===== config.mk =====
export PLATFORM = sky130hd
export DESIGN_NAME = bitstr_locator
export DESIGN_NICKNAME = d
export VERILOG_FILES = /design/src/rtl/bitstr_pkg.sv /design/src/rtl/bitstr_offset_norm.sv /design/src/rtl/bitstr_reg_pick.sv /design/src/rtl/bitstr_mem_addr.sv /design/src/rtl/bitstr_ctrl.sv /design/src/rtl/bitstr_locator.sv
export SDC_FILE = /design/constraint.sdc
export NUM_CORES = 1
export LEC_CHECK = 0
export ABC_AREA = 1
export CORE_AREA = 2 2 138 140
export DETAILED_ROUTE_END_ITERATION = 8
export DIE_AREA = 0 0 140 142
export HOLD_SLACK_MARGIN = 0.1
export PLACE_DENSITY_LB_ADDON = 0.25
export SLEW_MARGIN = 30
export SYNTH_ARGS = -nofsm -noshare
export SYNTH_HDL_FRONTEND = slang
export SYNTH_SLANG_ARGS = --single-unit
export TNS_END_PERCENT = 30

===== constraint.sdc =====
create_clock -name clk -period 2.9 [get_ports clk]
set_input_delay 0.58 -clock clk [delete_from_list [all_inputs] [get_ports clk]]
set_output_delay 0.58 -clock clk [all_outputs]
set_load 0.1 [all_outputs]

===== src/rtl/bitstr_pkg.sv =====
package bitstr_pkg;
    typedef enum logic [1:0] {
        ST_IDLE   = 2'd0,
        ST_FETCH  = 2'd1,
        ST_RESULT = 2'd2
    } bsl_state_e;

    localparam logic [1:0] SZ_16 = 2'b00;
    localparam logic [1:0] SZ_32 = 2'b01;

    // Map the size selector onto an index into the 16/32/64 candidate tables.
    function automatic logic [1:0] size_slot(input logic [1:0] sel);
        unique case (sel)
            SZ_16:   size_slot = 2'd0;
            SZ_32:   size_slot = 2'd1;
            default: size_slot = 2'd2;
        endcase
    endfunction
endpackage


===== src/rtl/bitstr_offset_norm.sv =====
module bitstr_offset_norm #(
    parameter int W = 64
) (
    input  logic [W-1:0]         offset,
    input  logic [1:0]           size_sel,
    input  logic                 off_is_reg,
    output logic [W-1:0]         eff_off,
    output logic [$clog2(W)-1:0] reg_idx
);
    import bitstr_pkg::*;

    localparam int NSZ   = 3;
    localparam int IDX_W = $clog2(W);

    logic [W-1:0] sext_v [NSZ];
    logic [W-1:0] mask_v [NSZ];
    logic [W-1:0] sext_sel;
    logic [W-1:0] mask_sel;

    // One signed view and one wrapped view per supported operand size.
    for (genvar g = 0; g < NSZ; g++) begin : g_size
        localparam int SZ = 16 << g;
        if (SZ < W) begin : g_narrow
            assign sext_v[g] = {{(W-SZ){offset[SZ-1]}}, offset[SZ-1:0]};
        end else begin : g_full
            assign sext_v[g] = offset;
        end
        assign mask_v[g] = offset & (W'(SZ) - W'(1));
    end

    always_comb begin
        sext_sel = sext_v[size_slot(size_sel)];
        mask_sel = mask_v[size_slot(size_sel)];
        eff_off  = off_is_reg ? sext_sel : mask_sel;
        reg_idx  = mask_sel[IDX_W-1:0];
    end
endmodule


===== src/rtl/bitstr_reg_pick.sv =====
module bitstr_reg_pick #(
    parameter int W = 64
) (
    input  logic [W-1:0]         value,
    input  logic [$clog2(W)-1:0] idx,
    output logic                 bit_sel
);
    always_comb bit_sel = value[idx];
endmodule


===== src/rtl/bitstr_mem_addr.sv =====
module bitstr_mem_addr #(
    parameter int W = 64
) (
    input  logic [W-1:0] base,
    input  logic [W-1:0] eff_off,
    output logic [W-1:0] byte_addr,
    output logic [2:0]   bit_idx
);
    logic signed [W-1:0] disp;

    // Arithmetic shift = division rounded toward minus infinity;
    // the low three bits are the non-negative remainder.
    always_comb begin
        disp      = $signed(eff_off) >>> 3;
        byte_addr = base + W'(disp);
        bit_idx   = eff_off[2:0];
    end
endmodule


===== src/rtl/bitstr_ctrl.sv =====
module bitstr_ctrl #(
    parameter int W = 64
) (
    input  logic         clk,
    input  logic         rst,
    input  logic         start,
    input  logic         base_is_mem,
    input  logic         reg_bit,
    input  logic [W-1:0] mem_addr,
    input  logic [2:0]   mem_idx,
    input  logic         rd_valid,
    input  logic [7:0]   rd_byte,
    output logic         req_valid,
    output logic [W-1:0] req_addr,
    output logic         bit_valid,
    output logic         bit_out
);
    import bitstr_pkg::*;

    bsl_state_e   state, state_nx;
    logic [W-1:0] addr_q;
    logic [2:0]   idx_q;
    logic         bit_q;

    // State register
    always_ff @(posedge clk) begin
        if (rst) state <= ST_IDLE;
        else     state <= state_nx;
    end

    // Transitions: T_ACCEPT_REG, T_ACCEPT_MEM, T_FILL, T_RETIRE
    always_comb begin
        state_nx = state;
        unique case (state)
            ST_IDLE:   if (start) state_nx = base_is_mem ? ST_FETCH : ST_RESULT;
            ST_FETCH:  if (rd_valid) state_nx = ST_RESULT;
            ST_RESULT: state_nx = ST_IDLE;
            default:   state_nx = ST_IDLE;
        endcase
    end

    // Data captured on acceptance and on fill
    always_ff @(posedge clk) begin
        if (rst) begin
            addr_q <= '0;
            idx_q  <= '0;
            bit_q  <= 1'b0;
        end else begin
            if (state == ST_IDLE && start) begin
                if (base_is_mem) begin
                    addr_q <= mem_addr;
                    idx_q  <= mem_idx;
                end else begin
                    bit_q  <= reg_bit;
                end
            end
            if (state == ST_FETCH && rd_valid) bit_q <= rd_byte[idx_q];
        end
    end

    // Outputs
    always_comb begin
        req_valid = (state == ST_FETCH);
        req_addr  = addr_q;
        bit_valid = (state == ST_RESULT);
        bit_out   = (state == ST_RESULT) ? bit_q : 1'b0;
    end

    p_reset_idle_r1: assert property (@(posedge clk)
        rst |=> !req_valid && !bit_valid);

    p_req_hold_r6: assert property (@(posedge clk) disable iff (rst)
        req_valid && !rd_valid |=> req_valid && $stable(req_addr));

    p_fill_result_r6: assert property (@(posedge clk) disable iff (rst)
        req_valid && rd_valid |=> bit_valid && !req_valid);

    p_idle_rd_ignored_r8: assert property (@(posedge clk) disable iff (rst)
        !req_valid && !bit_valid && !start && rd_valid |=> !bit_valid && !req_valid);

    p_bit_pulse_r9: assert property (@(posedge clk) disable iff (rst)
        bit_valid |=> !bit_valid);

    p_strobe_excl_r9: assert property (@(posedge clk) disable iff (rst)
        !(req_valid && bit_valid));
endmodule


===== src/rtl/bitstr_locator.sv =====
module bitstr_locator #(
    parameter int W = 64
) (
    input  logic         clk,
    input  logic         rst,
    input  logic         start,
    input  logic [W-1:0] base,
    input  logic [W-1:0] offset,
    input  logic [1:0]   size_sel,
    input  logic         off_is_reg,
    input  logic         base_is_mem,
    output logic         req_valid,
    output logic [W-1:0] req_addr,
    input  logic         rd_valid,
    input  logic [7:0]   rd_byte,
    output logic         bit_valid,
    output logic         bit_out
);
    localparam int IDX_W = $clog2(W);

    logic [W-1:0]     eff_off;
    logic [IDX_W-1:0] reg_idx;
    logic             reg_bit;
    logic [W-1:0]     mem_addr;
    logic [2:0]       mem_idx;

    bitstr_offset_norm #(.W(W)) u_norm (
        .offset     (offset),
        .size_sel   (size_sel),
        .off_is_reg (off_is_reg),
        .eff_off    (eff_off),
        .reg_idx    (reg_idx)
    );

    bitstr_reg_pick #(.W(W)) u_pick (
        .value   (base),
        .idx     (reg_idx),
        .bit_sel (reg_bit)
    );

    bitstr_mem_addr #(.W(W)) u_addr (
        .base      (base),
        .eff_off   (eff_off),
        .byte_addr (mem_addr),
        .bit_idx   (mem_idx)
    );

    bitstr_ctrl #(.W(W)) u_ctrl (
        .clk         (clk),
        .rst         (rst),
        .start       (start),
        .base_is_mem (base_is_mem),
        .reg_bit     (reg_bit),
        .mem_addr    (mem_addr),
        .mem_idx     (mem_idx),
        .rd_valid    (rd_valid),
        .rd_byte     (rd_byte),
        .req_valid   (req_valid),
        .req_addr    (req_addr),
        .bit_valid   (bit_valid),
        .bit_out     (bit_out)
    );
endmodule


# Word-level counts from Yosys, hierarchy flattened
# Index checks and enable logic that the tools add are counted.
[word_totals]
regBits = 70
out_inout_bits = 67
elab_cells = 43
[classes]
addsub = 1
n_lt_le_gt_ge = 3
n_eq_ne = 6
mux = 20
n_bitwise = 1
reduce_logical = 8
[op_table]
columns = ["op", "count"]
rows = [
  ["64-bit 2-to-1 mux", 5],
  ["64-bit binary-select mux with 2-bit select", 2],
  ["64-bit adder", 1],
  ["2-bit case mux with 2 select lines", 2],
  ["6-bit by 7-bit < comparator with 1-bit output (second input constant)", 1],
  ["1-bit binary-select mux with 6-bit select", 1],
  ["1-bit 2-to-1 mux", 6],
  ["2-bit 2-to-1 mux", 3],
  ["2-bit AND reduction", 3],
  ["2-bit by 1-bit equality test with 1-bit output (second input constant)", 2],
  ["2-bit logical NOT", 2],
  ["3-bit by 4-bit < comparator with 1-bit output (second input constant)", 1],
  ["2-bit by 1-bit != test with 1-bit output (second input constant)", 2],
  ["1-bit binary-select mux with 3-bit select", 1],
  ["3-bit greater-or-equal comparator (second input constant)", 1],
  ["2-bit inverter with 3-bit output", 1],
  ["2-bit equality test (second input constant)", 1],
  ["1-bit logical AND", 2],
  ["2-bit != test (second input constant)", 1],
  ["2-bit nonzero test", 1],
]

# Longest topological paths before layout
# Gate-level depths: netlist of run 1.
[logic_depth]
depth_word = 11
depth_mapped = 22
mapped_depth_nobuf = 21

# By module
# Synthesis of run 1 repeated with hierarchy kept, for this count alone.
[hier_totals]
cells_unflattened = 1938
hier_area_um2 = 10445.0
[modules_own_cells]
columns = ["mod", "n_inst", "cells_each", "area_each_um2"]
rows = [
  ["bitstr_mem_addr", 1, 1288, 5962.0],
  ["bitstr_ctrl", 1, 348, 3026.7],
  ["bitstr_offset_norm", 1, 150, 759.5],
  ["bitstr_reg_pick", 1, 152, 696.9],
]

# Worst setup path before layout of run 1
# No wires, ideal clock.
[synth_path]
kind = "register -> output"
startpoint = "register u_ctrl.state[1]"
endpoint = "output port bit_out"
t_arrival_ps = 2421
slack_ps = -101
stages_incl_launch_ff = 3
path_cell_list = "dfxtp_1 inv_1 nor3_1"
[synth_between]
elab_chain_cells = 2
[synth_lines]
columns = ["element", "line", "source"]
rows = [
  ["start, declared", "bitstr_ctrl.sv:20", "bsl_state_e state, state_nx;"],
  ["start signal, assigned", "bitstr_ctrl.sv:28", "else state <= state_nx;"],
  ["2-bit equality test", "bitstr_ctrl.sv:66", "bit_out = (state == ST_RESULT) ? bit_q : 1'b0;"],
  ["1-bit 2-to-1 mux", "bitstr_ctrl.sv:66", ""],
  ["end, declared", "bitstr_locator.sv:17", "output logic bit_out"],
]
# Every way passes these cells.

# Worst setup path in the final report of run 1
[layout_path]
startpoint = "input port size_sel[0]"
endpoint = "register u_ctrl.addr_q[50], in the netlist u_ctrl.req_addr[50]"
[layout_between]
elab_chain_cells = 8
word_cells_on_any_way = 12
classes_between = "add/sub (1); eq/ne (1); mux (8); bitwise (1); reduce/logical (1)"
[layout_lines]
columns = ["element", "line", "source"]
rows = [
  ["start, declared", "bitstr_locator.sv:9", "input logic [1:0] size_sel,"],
  ["2-bit by 1-bit equality test with 1-bit output / 2-bit logical NOT (equally long branches)", "bitstr_pkg.sv:13", "unique case (sel)"],
  ["2-bit case mux with 2 select lines (*)", "bitstr_pkg.sv:13", ""],
  ["2-bit inverter with 3-bit output (not written as such) (*)", "bitstr_offset_norm.sv:32, bitstr_offset_norm.sv:33", ""],
  ["64-bit binary-select mux with 2-bit select (on tied branches)", "bitstr_offset_norm.sv:33, bitstr_offset_norm.sv:32", ""],
  ["64-bit 2-to-1 mux (on tied branches) (2 in a row)", "bitstr_offset_norm.sv:33, bitstr_offset_norm.sv:32", ""],
  ["64-bit 2-to-1 mux (*)", "bitstr_offset_norm.sv:34", "eff_off = off_is_reg ? sext_sel : mask_sel;"],
  ["64-bit adder (*)", "bitstr_mem_addr.sv:15", "byte_addr = base + W'(disp);"],
  ["end signal, assigned", "bitstr_ctrl.sv:51", "addr_q <= mem_addr;"],
  ["end, declared", "bitstr_ctrl.sv:21", "logic [W-1:0] addr_q;"],
]
# Mark *: on every way between the ends. The rest lies on a longest branch, timed or not. The select of a mux whose other input is x is not followed.
# A chain may end at the register's enable or synchronous reset.

==> results of run 1 <==
## per-layer routing
metal  track usage, %  vias to the layer above  routed length [um]  share of wire [%]
li1                 -                     6382                   -                  -
met1             57.2                     6184               18100                 41
met2             61.6                      937               18400                 42
met3             7.84                      163                5840                 13
met4             13.9                        0                1880                4.2
met5                0                        -                   0                  0
## worst min-delay path, cell delays in order, from the launching register on
cell	delay, ns
dfxtp_1	0.32
nand2_1	0.06
a21oi_1	0.05
## area by class of cell
| cell class | count | share of cell area, % |
|---|---|---|
| Inverter | 367 | 9.37 |
| Clock inverter | 6 | 0.472 |
| Multi-Input combinational cell | 1358 | 53.3 |
| Clock buffer | 10 | 1.61 |
| Sequential cell | 70 | 9.44 |
| Tap cell | 234 | 1.97 |
| Timing Repair Buffer | 414 | 23.9 |
## flip-flops by register name, summed over array words and instances, names as in the netlist
| signal | cells |
|---|---|
| u_ctrl.bit_q | 1 |
| u_ctrl.req_addr | 64 |
| u_ctrl.state | 2 |
| u_ctrl.idx_q | 3 |
## logic make-up (layout without fill, tap and decap cells)
family | after synthesis | after routing
XOR/XNOR | 27 | 27
AND/OR/NAND/NOR | 1047 | 1047
flip-flops | 70 | 70
AO/OA/AOI/OAI | 220 | 220
adder cells (fa/ha/maj) | 64 | 64
buffers and inverters | 409 | 797
## worst paths after layout
path / startpoint / endpoint / slack [ns]
setup / recovery: size_sel[0] / u_ctrl.req_addr[50] / -0.009
hold / removal: u_ctrl.req_addr[2] / u_ctrl.req_addr[2] / 0.47
setup reg to reg: u_ctrl.state[0] / u_ctrl.req_addr[7] / 1.07
hold reg to reg: u_ctrl.req_addr[2] / u_ctrl.req_addr[2] / 0.47
## where the power goes
part / internal (uW) / switching (uW) / leakage (uW)
logic: 1220 / 2080 / 0.00750
registers: 1040 / 51.7 / 0.000576
clock network: 697 / 546 / 0.000141
## metrics by stage
stage          hold slack (ns)  total power, uW  instance area [um^2]
2_1_floorplan            0.528             2780                  9560
3_3_place_gp             0.457             3850                 13000
3_5_place_dp             0.459             3880                 13000
4_1_cts                  0.471             5280                 14000
5_1_grt                  0.492             5830                 14800
6_report                 0.473             5630                 14800
## what timing repair did
item | 4_1_cts | 5_1_grt
buffers inserted | 10 | 9
pin swaps | 46 | 67
cloned | 2 | 0
endpoints found under the hold margin | 0 | 0
setup endpoints to repair | 51 | 47
resized for setup | 173 | 196
## synthesized netlist by cell type (all sizes together)
library cell and n:
nand3b 6, ha 63, nor3 11, clkinv 2, o21bai 34, xor2 24, dfxtp 70, nand3 155
nand4 6, nor4 2, o21ai 62, nand2 665, a21oi 86, nor2 201, xnor2 3, fa 1
a21o 1, a31oi 1, o21a 31, a21boi 1, or2 1, o211ai 4, inv 365, buf 15
clkbuf 27
==> results.cfg, run 1 <==
[status]
status = complete, but fails checks
violations = design-rule violations, negative setup slack

[sta]
finalSetupViolations = 1
rsz0062_at_grt = yes
slew_headroom_pct = 72.6
period_share_pct = 100
worst_slack_ns = -0.00906
fin_skew_ns = 0.0179
hold_viol = 0
drv_slew = 0
tightest_slew_ns = 0.411
fin_tns_setup_ns = -0.00906
fmax_mhz = 344
fin_crit_ns = 2.91

[final_layout]
final_cell_mix = nand2_1 (587), inv_1 (356), buf_4 (260), nand3_1 (138), clkdlybuf4s50_1 (138)
fin_cells = 2459
final_common_cell = nand2_1
drive_gt1_share_pct = 26.0
multi_input_area_um2 = 7910
fin_nets = 2428
fill_cells = 1318
n_antenna_cell = 0
syn_to_final_growth_pct = 55.3
utilization_pct = 80.4
seqCellArea_um2 = 1400

[grt]
grt_max_degree = 62
grt_pass1_wl_um = 62700
grt_usage_pct = 40.4
antenna_found_initial = 0
grt_pass1_vias = 12200
grt_overflow = 0

[yosys]
synthCells = 1837
synth_simple_gate_area_share_pct = 44.7
synth_warnings = 0
synth.area.mux_share_pct = 0
synth_top_family_by_area = simple AND/OR/NAND/NOR gates
synthAdderAreaFrac_pct = 8.46
synth.net_count = 2045
synth_area_per_cell_um2 = 5.20
synth_xor_area_share_pct = 2.47
seq_area_frac_synth_pct = 14.7
synth_cell_type_count = 34
ys_top_cells_by_area = nand2_1 (26%), dfxtp_1 (15%), inv_1 (14%), ha_1 (8.2%), nand3_1 (8.0%)
synth_top_area_cell = nand2_1
synth_compound_area_share_pct = 13.4
synth-seq-cells = 70
synthesis.area_um2 = 9560
synth_top_area_share_pct = 25.7

[worst_setup_path]
path_common_cell = nand2_1
cpMaxStageDelayCell = ha_2
cp-start-kind = input port
worstSetupEndpointType = flop
path_class = input port to flop
r2r_cells = 8
crit_chain = clkdlybuf4s15_1 -> buf_4 -> nor2_4 -> nand2_1 -> buf_8 -> a21oi_1 -> ha_2 -> nand2_4 -> inv_1 -> nand2_1 -> nand2_1 -> nand2_1 -> nand2_1 -> a21oi_2 -> nor2_1 -> nor2_1 -> nand2_1 -> nand2_1 -> nand3_2 -> nand2_1 -> inv_1
critPathRequiredTime_ns = 3.16
cp_num_cells = 21
path_buf_inv = 5
crit_fanout = 15
worst-endpoint-arrival_ns = 3.17
worst_path_largest_cell_delay_ns = 0.36
crit_family = simple AND/OR/NAND/NOR gates

[drt]
drcViolationCount = 26
drtAntennaViolNets = 0
avgViaCountPerCell = 5.56
routed_wirelength_um = 44200
drt-initial-drc-count = 1575
drt_first_pass_iters = 9
vias = 13700
post_drt_wl_per_cell_um = 18.0

[clock_tree]
cts-htree-levels = 3
cts_sinks = 70
cts.hold.buffers_added = 0
clock-root-buffer = clkbuf_16
cts_buffer_depth = 2
insertion_delay_ns = 0.36
path_clk_slew_ns = 0.07
cts_tree = done
numCtsBuffers = 9

[power]
peakVddDrop_mv = 0.443
pwr_density_cell_nw_per_um2 = 379
p_leak_uw = 0.00821

[placed_design]
dpl.hpwl_um = 32700
place_congestion = 1.03
pre_cts_slack_ns = -0.804
numPlacedInstances = 2423
portBuffers = 210

[floorplan]
die_w_um = 140
io_pins = 211
die_area_um2 = 19900
die_y_um = 142
start_util_pct = 51.8
coreArea_um2 = 18500
row_count = 50

[worst_hold_path]
hp-class = flop to flop
holdPathStages = 2

[flow_run]
drv_cap = 0
(Power assumes the default switching activity.)
==> inputs of run 2 (changes only) <==
Settings changed: CORE_AREA 2 2 138 140 to 2 2 182 184, DIE_AREA 0 0 140 142 to 0 0 184 186.
==> run 2 against run 1 <==
  * The flow now finishes without violations
  * Hold slack about the same
  * Total power is 1.9% higher
  * Routed wire length rose by 2.3%
  * Flip-flop and latch count unchanged
  * Global-route usage down 14 points
  * Worst setup slack improved by 0.17 ns
  * Via count shrank 6.9%
  * Critical path depth shrank 1
  * Final area is 3.2% higher
  * Count of clock-buffer cells in the layout decreased by 1
  * Sequential power hardly changed
  * Clock power grew 7%
==> results.cfg, run 2 (synthesis results as in run 1) <==
[status]
status = complete, no violations

[power]
p_leak_uw = 0.00843
total_power_uw = 5740
peakVddDrop_mv = 0.283
pwr_density_cell_nw_per_um2 = 374

[floorplan]
io_pins = 211
coreArea_um2 = 32200
die_w_um = 184
row_count = 66
die_y_um = 186
die_area_um2 = 34200
start_util_pct = 29.7

[placed_design]
portBuffers = 210
place_congestion = 0.947
dpl.hpwl_um = 36900
numPlacedInstances = 2640
place_area_um2 = 13600

[clock_tree]
insertion_delay_ns = 0.38
path_clk_slew_ns = 0.06
cts.hold.buffers_added = 0
numCtsBuffers = 9
cts_buffer_depth = 2
cts_sinks = 70
cts_tree = done
cts-htree-levels = 3
clock-root-buffer = clkbuf_16

[final_layout]
fin_cells = 2677
fill_cells = 3459
syn_to_final_growth_pct = 60.4
multi_input_area_um2 = 7790
largest_register_ffs = 64
final_area_um2 = 15300
drive_gt1_share_pct = 26.3
fin_nets = 2472
final_cell_mix = nand2_1 (588), inv_1 (356), buf_4 (298), nand3_1 (138), clkdlybuf4s50_1 (138)
n_antenna_cell = 0
final_common_cell = nand2_1
seqCellArea_um2 = 1400

[worst_setup_path]
path_class = input port to flop
cp-start-kind = input port
worstSetupEndpointType = flop
crit_fanout = 5
critPathRequiredTime_ns = 3.17
worst-endpoint-arrival_ns = 3.01

[drt]
dr_wl_met2_um = 18500
drtAntennaViolNets = 0
met3_length_um = 3420
drt-met1-wl_um = 22400
drt-initial-drc-count = 876
drcViolationCount = 0
vias = 12700
routed_wirelength_um = 45300
avgViaCountPerCell = 4.75
post_drt_wl_per_cell_um = 16.9
maxUsedRoutingLayer = met4
drt_first_pass_iters = 7

[grt]
antenna_found_initial = 0
grt_pass1_vias = 12000
grt_max_degree = 94
grt_overflow = 0
grt_pass1_wl_um = 67300
grt_usage_pct = 26.1

[sta]
hold_viol = 0
fin_crit_ns = 2.74
fin_hold_ws_ns = 0.474
fin_skew_ns = 0.00599
finalSetupViolations = 0
period_share_pct = 94.4
fin_tns_setup_ns = 0
slew_headroom_pct = 38.7
fmax_mhz = 365
drv_slew = 0
tightest_slew_ns = 0.919

[flow_run]
drv_cap = 0

[worst_hold_path]
hp-class = flop to flop
run 2: layout make-up:
| class | count | share of cell area, % |
|---|---|---|
| Clock buffer | 9 | 1.47 |
| Clock inverter | 7 | 0.637 |
| Inverter | 367 | 9.06 |
| Multi-Input combinational cell | 1358 | 50.8 |
| Sequential cell | 70 | 9.14 |
| Tap cell | 408 | 3.33 |
| Timing Repair Buffer | 458 | 25.5 |
run 2: repair_timing:
action                     in CTS  in global routing
pin swaps                      40                 76
setup endpoints to repair      55                 51
cloned                          2                  0
setup buffers                   9                 11
gates resized for setup       128                211
run 2: power by group:
part	leakage (uW)	internal (uW)	switching [uW]
logic	0.00770	1260	2050
clock network	0.000152	758	572
registers	0.000576	1040	57.9
run 2: worst paths after layout:
kind | start | end | slack [ns] | cells past startpoint
max reg2reg | u_ctrl.state[0] | u_ctrl.req_addr[2] | 1.02 | 7
max | offset[15] | u_ctrl.req_addr[50] | 0.16 | 20
min | u_ctrl.req_addr[2] | u_ctrl.req_addr[2] | 0.47 | 2
min reg2reg | u_ctrl.req_addr[2] | u_ctrl.req_addr[2] | 0.47 | 2
run 2: worst max-delay path, cell delays in order:
cell and delay [ns]:
clkdlybuf4s15_1 0.23, a21oi_4 0.07, nor2_4 0.21, inv_8 0.08, buf_8 0.14, nor2_2 0.12, ha_4 0.24, nand2_1 0.06
nand2_1 0.10, a21oi_2 0.19, buf_4 0.13, nor2_1 0.04, nor2_2 0.19, o21bai_1 0.11, nor2_1 0.14, nand2_1 0.07
nand2_1 0.07, nand3_2 0.10, nand2_1 0.10, inv_1 0.04
run 2: stage by stage:
step / setup slack [ns] / util, %
floorplan: 0.178 / -
global placement: -1.09 / 42.1
detailed placement: -1.06 / 42.1
CTS: -0.00825 / 44.8
global route: -0.0155 / 47.6
finish: 0.163 / 47.6
run 2: routing by layer:
metal | GRT usage [%] | vias to the layer above
met5 | 0 | -
met4 | 7.84 | 0
met3 | 3.54 | 47
met2 | 38.4 | 434
met1 | 38.9 | 5770
li1 | - | 6470
